[src/rtl/secreg_erase_slave.sv]
module secreg_erase_slave #(
  parameter int ERASE_CYCLES = 2000
) (
  input  logic       clk,
  input  logic       rst_n,
  input  logic       spi_sck,
  input  logic       spi_cs_n,
  input  logic       spi_mosi,
  output logic       spi_miso,
  input  logic [2:0] lock_bits,
  output logic       busy,
  output logic       wel,
  output logic [7:0] status,
  output logic       erase_go,
  output logic [1:0] erase_sel
);
  localparam int TW = $clog2(ERASE_CYCLES + 1);
  localparam logic [7:0] OP_STAT  = 8'h05;
  localparam logic [7:0] OP_WEN   = 8'h06;
  localparam logic [7:0] OP_ERASE = 8'h44;

  logic [1:0]    sck_m, cs_m, mosi_m;
  logic          sck_d, cs_d;
  logic [31:0]   sh;
  logic [5:0]    bitcnt;
  logic          rd_on;
  logic [2:0]    rd_idx;
  logic [TW-1:0] tmr;

  wire sck_s    = sck_m[1];
  wire cs_s     = cs_m[1];
  wire mosi_s   = mosi_m[1];
  wire sck_rise = sck_s & ~sck_d;
  wire sck_fall = ~sck_s & sck_d;
  wire cs_rise  = cs_s & ~cs_d;

  wire [7:0]  op8  = sh[7:0];
  wire [7:0]  op32 = sh[31:24];
  wire [23:0] addr = sh[23:0];
  wire [1:0]  idx  = addr[13:12];
  wire addr_ok = (addr[23:16] == 8'h00) && (addr[15:14] == 2'b00) &&
                 (idx != 2'd0) && (addr[11:8] == 4'h0);
  wire locked  = (idx == 2'd1 && lock_bits[0]) || (idx == 2'd2 && lock_bits[1]) ||
                 (idx == 2'd3 && lock_bits[2]);
  wire wen_hit   = cs_rise && bitcnt == 6'd8 && op8 == OP_WEN && !busy;
  wire erase_hit = cs_rise && bitcnt == 6'd32 && op32 == OP_ERASE && !busy &&
                   wel && addr_ok && !locked;

  assign status = {6'b0, wel, busy};

  always_ff @(posedge clk) begin
    if (!rst_n) begin
      sck_m  <= 2'b00;
      cs_m   <= 2'b11;
      mosi_m <= 2'b00;
      sck_d  <= 1'b0;
      cs_d   <= 1'b1;
    end else begin
      sck_m  <= {sck_m[0], spi_sck};
      cs_m   <= {cs_m[0], spi_cs_n};
      mosi_m <= {mosi_m[0], spi_mosi};
      sck_d  <= sck_s;
      cs_d   <= cs_s;
    end
  end

  always_ff @(posedge clk) begin
    if (!rst_n) begin
      sh     <= '0;
      bitcnt <= '0;
      rd_on  <= 1'b0;
    end else if (cs_s) begin
      bitcnt <= '0;
      rd_on  <= 1'b0;
    end else if (sck_rise) begin
      sh <= {sh[30:0], mosi_s};
      if (bitcnt != 6'd63) bitcnt <= bitcnt + 6'd1;
      if (bitcnt == 6'd7 && {sh[6:0], mosi_s} == OP_STAT) rd_on <= 1'b1;
    end
  end

  always_ff @(posedge clk) begin
    if (!rst_n || cs_s) begin
      spi_miso <= 1'b0;
      rd_idx   <= '0;
    end else if (sck_fall && rd_on) begin
      spi_miso <= status[3'd7 - rd_idx];
      rd_idx   <= rd_idx + 3'd1;
    end
  end

  always_ff @(posedge clk) begin
    if (!rst_n) begin
      busy      <= 1'b0;
      wel       <= 1'b0;
      erase_go  <= 1'b0;
      erase_sel <= 2'd0;
      tmr       <= '0;
    end else begin
      erase_go <= 1'b0;
      if (erase_hit) begin
        busy      <= 1'b1;
        erase_go  <= 1'b1;
        erase_sel <= idx;
        tmr       <= TW'(ERASE_CYCLES - 1);
      end else if (busy) begin
        if (tmr == '0) begin
          busy <= 1'b0;
          wel  <= 1'b0;
        end else begin
          tmr <= tmr - 1'b1;
        end
      end
      if (wen_hit) wel <= 1'b1;
    end
  end
endmodule

[config.mk]
export PLATFORM = sky130hd
export DESIGN_NAME = secreg_erase_slave
export DESIGN_NICKNAME = d
export VERILOG_FILES = /design/src/rtl/secreg_erase_slave.sv
export SDC_FILE = /design/constraint.sdc
export NUM_CORES = 1
export LEC_CHECK = 0
export BUFFER_PORTS_ARGS = -buffer_cell sky130_fd_sc_hd__buf_4
export CORE_MARGIN = 2
export CORE_UTILIZATION = 35
export DETAILED_ROUTE_END_ITERATION = 12
export HOLD_SLACK_MARGIN = 0.06
export PLACE_DENSITY = 0.51
export SYNTH_ARGS = -nofsm -noshare
export SYNTH_HDL_FRONTEND = slang
export SYNTH_SLANG_ARGS = --single-unit
export TNS_END_PERCENT = 1
[constraint.sdc]
create_clock -name clk -period 2.8 [get_ports clk]
set_input_delay 0.7 -clock clk [delete_from_list [all_inputs] [get_ports clk]]
set_output_delay 0.7 -clock clk [all_outputs]
set_load 0.01 [all_outputs]
Word-level counts from Yosys, hierarchy flattened
Index checks and enable logic that the tools add are counted.
- add/subtract/negate cells: 4
- $lt $le $gt $ge: 1
- equality and inequality tests: 12
- muxes and demuxes: 13
- bitwise gates (word level): 9
- reductions and logical operators: 39
- operator list (kind ; count):
    two-way mux 11 bit ; 3
    logical AND 1 bit ; 17
    == test 8 x 3 -> 1 bit (second input constant) ; 2
    logical NOT 11 bit ; 1
    subtractor 11 x 1 -> 11 bit (second input constant) ; 1
    AND reduction 2 bit ; 5
    two-way mux 1 bit ; 9
    == test 8 x 7 -> 1 bit (second input constant) ; 1
    logical NOT 8 bit ; 1
    nonzero test 2 bit ; 4
    adder 6 x 1 -> 6 bit (second input constant) ; 1
    == test 6 x 3 -> 1 bit (second input constant) ; 1
    == test 6 x 4 -> 1 bit (second input constant) ; 1
    == test 6 bit (second input constant) ; 1
    != test 6 bit (second input constant) ; 1
    inverter 1 bit ; 6
    == test 2 bit (second input constant) ; 2
    logical NOT 4 bit ; 1
    less-than comparator 3 x 4 -> 1 bit (second input constant) ; 1
    != test 2 bit (second input constant) ; 2
    OR reduction 2 bit ; 2
    adder 3 x 1 -> 3 bit (second input constant) ; 1
    AND 1 bit ; 3
    binary-select mux 1 bit (select 3 bit) ; 1
    6 further kinds ; 10
- register bits after elaboration: 67
- bits of input ports: 8
- output and inout bits: 14

Logic depth before layout (Yosys ltp)
Gate-level depths: netlist (run 1).
- word-level depth: 10
- depth in mapped cells: 7
- depth with buffers taken out: 6

Worst setup path before layout (run 1)
Ideal clock, no wire load.
- path type: register to register
- start: reg tmr[0]
- end: reg tmr[1]
- arrival: 1929 ps
- data required time: 2730 ps
- slack: 800 ps
- cell stages (with the launch flop): 7
- path buffers: 0
- clock period less this slack: 2000 ps
- path through: dfxtp_1 inv_1 ha_1 or4b_2 o41ai_4 mux2_2 a21oi_1
- word-level cells in the longest chain between the ends: 4
- ends and longest elaborated chain (what ; line ; source):
    start, declared ; 28 ; logic [TW-1:0] tmr;
    start signal, assigned ; 105 ; tmr <= TW'(ERASE_CYCLES - 1);
    start signal, assigned ; 111 ; tmr <= tmr - 1'b1;
    subtractor 11 x 1 -> 11 bit ; 111 ;
    two-way mux 11 bit ; 107 ; if (tmr == '0) begin
    two-way mux 11 bit ; 106 ; end else if (busy) begin
    two-way mux 11 bit ; 101 ; if (erase_hit) begin
Several ways; a longest one is shown, not always the timed one. The select of a mux whose other input is x is not followed.
A chain may end at the register's enable or synchronous reset.

Worst setup path in the final report (run 1)
Ends and elaborated chain as after synthesis.

==> results of run 1 <==
-- worst max-delay path, delay by kind of cell (launching register included) --
kind | cells | cell delay [ps]
flops | 1 | 310
fa+ha+maj | 1 | 180
mux | 1 | 370
simple gates | 1 | 660
buf+inv | 1 | 80
compound gates | 2 | 430
-- metal layers --
layer	wire (um)	part of all wire [%]	global-route usage [%]
met3	300	4.7	4.31
met1	3210	50	20.9
met5	0	0	0
met2	2820	44	23.5
met4	87	1.4	5.80
-- worst paths after layout --
kind,to,slack [ps],cells past startpoint
worst min register to register,cs_m[1],420,1
worst max-delay path,tmr[1],700,6
worst min-delay path,cs_m[1],420,1
worst max register to register,tmr[1],700,6
-- layout by cell type (no fill, tap or decap), types with 2 or more instances in the layout --
cell type	count
buf_4	20
inv_1	9
ha_1	4
clkbuf_1	2
or2_2	2
a211oi_1	2
o41ai_1	3
and3_1	2
nand4b_1	2
or4_1	5
nor4b_1	7
nand2_1	79
conb_1	6
xnor2_1	4
clkbuf_8	11
mux2i_1	5
and2_1	6
a21oi_1	43
or4b_1	2
o31ai_1	2
o31a_1	2
o211ai_1	2
a31oi_1	5
o21ai_0	3
nor2_1	15
nor4_1	12
nand3_1	2
dfxtp_1	67
nand2b_1	6
xor2_1	2
-- through the flow --
stage / total power, mW / util [%] / worst slack, ps / cells / cell area, sq um
finish: 1.80 / 40.0 / 698 / 458 / 3240
global route: 1.88 / 40.0 / 596 / 458 / 3240
CTS: 1.83 / 40.0 / 668 / 458 / 3240
detailed placement: 1.02 / 37.6 / 488 / 443 / 3040
global placement: 1.02 / 37.6 / 551 / 443 / 3040
floorplan: 1.01 / - / 800 / 344 / 2890
-- flip-flops by register name, indices dropped and copies added, names as in the netlist --
name       cells
sck_m          2
cs_d           1
bitcnt         6
spi_miso       1
busy           1
erase_go       1
wel            1
sh            32
cs_m           2
erase_sel      2
sck_d          1
rd_idx         3
mosi_m         2
tmr           11
rd_on          1
-- logic make-up after synthesis --
kind of cell,count (synthesis)
compound gates,70
xor+xnor,6
fa+ha+maj,4
buf+inv,36
flops,67
mux,6
other cells,1
simple gates,149
-- final cells by class --
cell class / count / share of cell area, %
Multi-Input combinational cell: 241 / 42.7
Inverter: 10 / 1.16
Clock inverter: 2 / 1.08
Clock buffer: 13 / 4.91
Sequential cell: 67 / 41.5
Tap cell: 105 / 4.06
Timing Repair Buffer: 20 / 4.64
-- where the power goes --
group          switching (mW)  internal (mW)
sequential            0.00207          0.957
combinational          0.0268         0.0123
clock                   0.351          0.455
total                   0.380           1.42
==> results.py, run 1 <==
metrics = {
    "detailed_routing": {
        "viasPerCell": 5.01,
        "drt_iter0_drc": 87,
        "drc": 0,
        "vias": 2295,
        "drtAntennaViolNets": 0,
        "dr.pass1.iters": 4,
        "finalWirelength_mm": 6.42,
        "drt-wirelength-per-cell_um": 14.0,
    },
    "floorplanning": {
        "die_area_sq_um": 8940,
        "io_pins": 22,
        "start_util_pct": 35.5,
        "num_rows": 33,
        "core_area_sq_um": 8090,
        "fp.dieW_um": 94.5,
        "die_h_um": 94.5,
    },
    "logic_synthesis": {
        "synth_edf_count": 0,
        "yosys.area_share.simple_pct": 26.1,
        "ys.flop_type": "dfxtp_1",
        "synth.ff_latch_count": 67,
        "syn_inst": 339,
        "synthAdderAreaFrac_pct": 1.74,
        "synth_top_family_by_area": "simple AND/OR/NAND/NOR gates",
        "yosysMostFrequentCell": "nand2_1",
        "synth_compound_area_share_pct": 15.4,
        "yosysTopAreaCell": "dfxtp_1",
        "yosysUniqueCellTypes": 48,
        "synth_area_leaders": "dfxtp_1 (47%), nand2_1 (10%), a21oi_1 (7.5%), nor4_1 (2.6%), nor4b_1 (2.1%)",
        "synthXorXnorAreaFrac_pct": 1.83,
        "yosysSeqAreaShare_pct": 46.8,
        "muxShareOfSynthArea_pct": 2.14,
        "ys_warn_count": 0,
        "synth.cell_area_sq_um": 2870,
        "synthTopCellsByCount": "nand2_1 (79), dfxtp_1 (67), a21oi_1 (43)",
        "async_flop_share_pct": 0,
        "synth_top_area_share_pct": 46.8,
        "synth.avg_cell_area_sq_um": 8.46,
    },
    "sta": {
        "tns_ps": 0,
        "holdWs_ps": 419,
        "drv_slew": 0,
        "finalClockSkew_ps": 8.00,
        "hold_viol": 0,
        "max_freq_ghz": 0.476,
        "relSlewSlack_pct": 57.7,
        "tightest_slew_ps": 635,
        "finalSetupViolations": 0,
        "period_share_pct": 75.1,
        "grt_setup_unrepaired": "no",
        "min_period_ps": 2100,
    },
    "placed_design": {
        "port-buffer-count": 15,
        "routabilityCongestion": 0.808,
        "hpwl_mm": 4.26,
    },
    "grt": {
        "grt_pass1_vias": 2100,
        "track_usage_pct": 15.5,
        "grt_max_degree": 44,
        "grt_first_pass_wirelength_mm": 10.6,
        "antenna_found_initial": 0,
        "overflow": 0,
    },
    "clocking": {
        "clock_tree.buffer_depth": 2,
        "cts_tree": "yes",
        "clk_latency_ps": 340,
        "htree_levels": 3,
        "cts_root_buffer": "clkbuf_8",
        "post_cts_resized": 0,
        "clock_sinks": 67,
        "post_cts_buffers": 0,
        "cts_hold_buf": 0,
        "numCtsBuffers": 9,
        "path_clk_slew_ps": 70,
    },
    "setup_path": {
        "critPathMaxFanout": 3,
        "arrival_ps": 2370,
        "path_cells": "inv_1, ha_1, or4b_2, o41ai_4, mux2_2, a21oi_1",
        "worstPathRequired_ps": 3070,
        "start_kind": "flop",
        "critical_path_class": "flop to flop",
        "critPathLaunch": "tmr[0]",
        "endpoint_kind": "flop",
        "critPathMaxStageDelay_ps": 660,
        "reg2reg_from": "tmr[0]",
        "crit_slowest_cell": "or4b_2",
    },
    "outcome": {
        "status": "finished clean",
    },
    "pwr": {
        "ir_drop_mv": 0.236,
        "power_density_nw_per_um2": 558,
        "p_leak_nw": 1.09,
    },
    "min_path": {
        "min-delay-start": "cs_m[0]",
        "hp-class": "flop to flop",
    },
    "finish": {
        "multi_input_area_sq_um": 1380,
        "nFillCells": 853,
        "n_antenna_cell": 0,
        "fin_nets": 361,
        "syn_to_final_growth_pct": 12.8,
        "final_layout_size_suffix_gt1_share_pct": 12.5,
        "seq_area_sq_um": 1340,
    },
    "job": {
        "max_cap_viol_count": 0,
    },
}
(Power assumes the default switching activity.)
==> run 2: changes to the inputs <==
Clock period 2.8 ns to 2 ns, I/O delays scaled along.
==> results.py, run 2 (synthesis results as in run 1) <==
metrics = {
    "setup_path": {
        "start_kind": "flop",
        "critPathMaxFanout": 5,
        "critPathMaxStageDelay_ps": 620,
        "path_cells": "or4_1, o41ai_4, mux2_2, a21oi_1",
        "r2r_slack_ps": 110,
        "reg2reg_from": "tmr[7]",
        "critPathTopFamily": "simple AND/OR/NAND/NOR gates",
        "endpoint_kind": "flop",
        "cp_num_buf_inv": 0,
        "crit_slowest_cell": "or4_1",
        "arrival_ps": 2150,
        "worstPathRequired_ps": 2250,
        "critical_path_class": "flop to flop",
        "r2r_end": "tmr[1]",
        "r2r_cells": 4,
        "critPathLaunch": "tmr[7]",
    },
    "sta": {
        "grt_setup_unrepaired": "no",
        "min_period_ps": 1890,
        "finalClockSkew_ps": 7.85,
        "drv_slew": 0,
        "hold_viol": 0,
        "max_freq_ghz": 0.528,
        "period_share_pct": 94.7,
        "finalSetupViolations": 0,
        "worst_slack_ps": 105,
    },
    "clocking": {
        "htree_levels": 3,
        "clock_tree.buffer_depth": 2,
        "clock_sinks": 67,
        "cts_tree": "yes",
        "clk_latency_ps": 330,
        "numCtsBuffers": 9,
        "cts_hold_buf": 0,
        "path_clk_slew_ps": 70,
        "cts_root_buffer": "clkbuf_8",
    },
    "pwr": {
        "power_frac_comb_pct": 2.4,
        "p_leak_nw": 1.21,
        "p_seq_share_pct": 52.5,
        "ir_drop_mv": 0.403,
        "p_int_mw": 2.02,
        "power_density_nw_per_um2": 747,
        "p_sw_share_pct": 20.9,
        "p_switching_mw": 0.536,
        "pwr-share-clk_pct": 45.2,
    },
    "grt": {
        "use_met2_pct": 26.4,
        "antenna_found_initial": 0,
        "grt_first_pass_wirelength_mm": 11.6,
        "grt_pass1_vias": 2313,
        "track_usage_pct": 17.0,
        "use_met3_pct": 4.55,
        "use_met1_pct": 23.3,
        "overflow": 0,
        "grt-busiest-layer": "met2",
        "grt_max_degree": 33,
    },
    "min_path": {
        "hold_end": "cs_m[0]",
        "hp-class": "input pin to flop",
        "min-delay-start": "spi_cs_n",
        "hold_depth": 2,
    },
    "finish": {
        "final_util_pct": 42.4,
        "final_cell_mix": "nand2_1 (79), dfxtp_1 (67), a21oi_1 (43)",
        "fin_nets": 383,
        "n_antenna_cell": 0,
        "final_layout_size_suffix_gt1_share_pct": 18.7,
        "syn_to_final_growth_pct": 19.5,
        "top_regs": "sh: 32 flops, tmr: 11 flops, bitcnt: 6 flops",
        "layout_commonest_cell": "nand2_1",
        "largest_reg_flops": 32,
        "largest_register": "sh",
    },
    "floorplanning": {
        "core_area_sq_um": 8090,
        "num_rows": 33,
        "die_h_um": 94.5,
        "fp.dieW_um": 94.5,
        "start_util_pct": 35.5,
        "io_pins": 22,
        "die_area_sq_um": 8940,
    },
    "detailed_routing": {
        "viasPerCell": 5.08,
        "drc": 0,
        "finalWirelength_mm": 6.83,
        "drt-wirelength-per-cell_um": 14.3,
        "vias": 2433,
        "drt_iter0_drc": 80,
        "drtAntennaViolNets": 0,
        "dr.pass1.iters": 4,
    },
    "placed_design": {
        "port-buffer-count": 15,
        "dp_slack_ps": -25.1,
        "routabilityCongestion": 0.786,
        "hpwl_mm": 4.68,
    },
    "outcome": {
        "status": "finished clean",
    },
    "job": {
        "max_cap_viol_count": 0,
    },
}
==> run 2: cell count changes in the layout (fill, tap and decap cells not counted), sizes merged <==
cell / delta
buf: +22
clkbuf: -1
==> run 2: cell type report <==
type | count | area, sq um
Clock inverter | 2 | 35.0
Inverter | 10 | 37.5
Timing Repair Buffer | 42 | 315
Sequential cell | 67 | 1340
Multi-Input combinational cell | 241 | 1400
Clock buffer | 12 | 165
Tap cell | 105 | 131
Fill cell | 845 | 4660
==> run 2: how the worst max path moves through the flow <==
stage | to | slack, ps | cells after the start
after floorplan | tmr[1] | 0.2 | 6
after global placement | tmr[1] | 30 | 6
after detailed placement | tmr[1] | -30 | 6
after CTS | tmr[6] | 90 | 5
after global routing | tmr[1] | 9 | 4
final | tmr[1] | 110 | 4
==> run 2: power by group through the flow <==
stage | registers [mW] | logic, mW | clock network [mW]
final | 1.34 | 0.0604 | 1.16
after CTS | 1.34 | 0.0613 | 1.19
after floorplan | 1.37 | 0.0428 | 0
after global routing | 1.34 | 0.0681 | 1.25
after detailed placement | 1.37 | 0.0614 | 0
after global placement | 1.37 | 0.0604 | 0
==> run 2: through the flow <==
| stage | instances | instance area (sq um) | hold WS (ps) | TNS, ps | power, mW |
|---|---|---|---|---|---|
| finish | 479 | 3430 | 353 | 0 | 2.56 |
| detailed placement | 465 | 3210 | 407 | -25.1 | 1.44 |
| CTS | 479 | 3410 | 343 | 0 | 2.60 |
| global route | 479 | 3430 | 335 | 0 | 2.66 |
| global placement | 465 | 3210 | 401 | 0 | 1.43 |
| floorplan | 344 | 2890 | 386 | 0 | 1.42 |
==> run 2: routing by layer <==
layer,vias up,share of wire (%)
met1,1148,48
li1,1226,-
met2,49,46
met3,10,4.8
met5,-,0
met4,0,1.3
==> run 2: timing repair <==
action / CTS / global route
setup buffers: 0 / 0
endpoints found under the setup margin: 1 / 6
gates cloned: 0 / 0
pin swaps: 0 / 1
resized for setup: 1 / 3
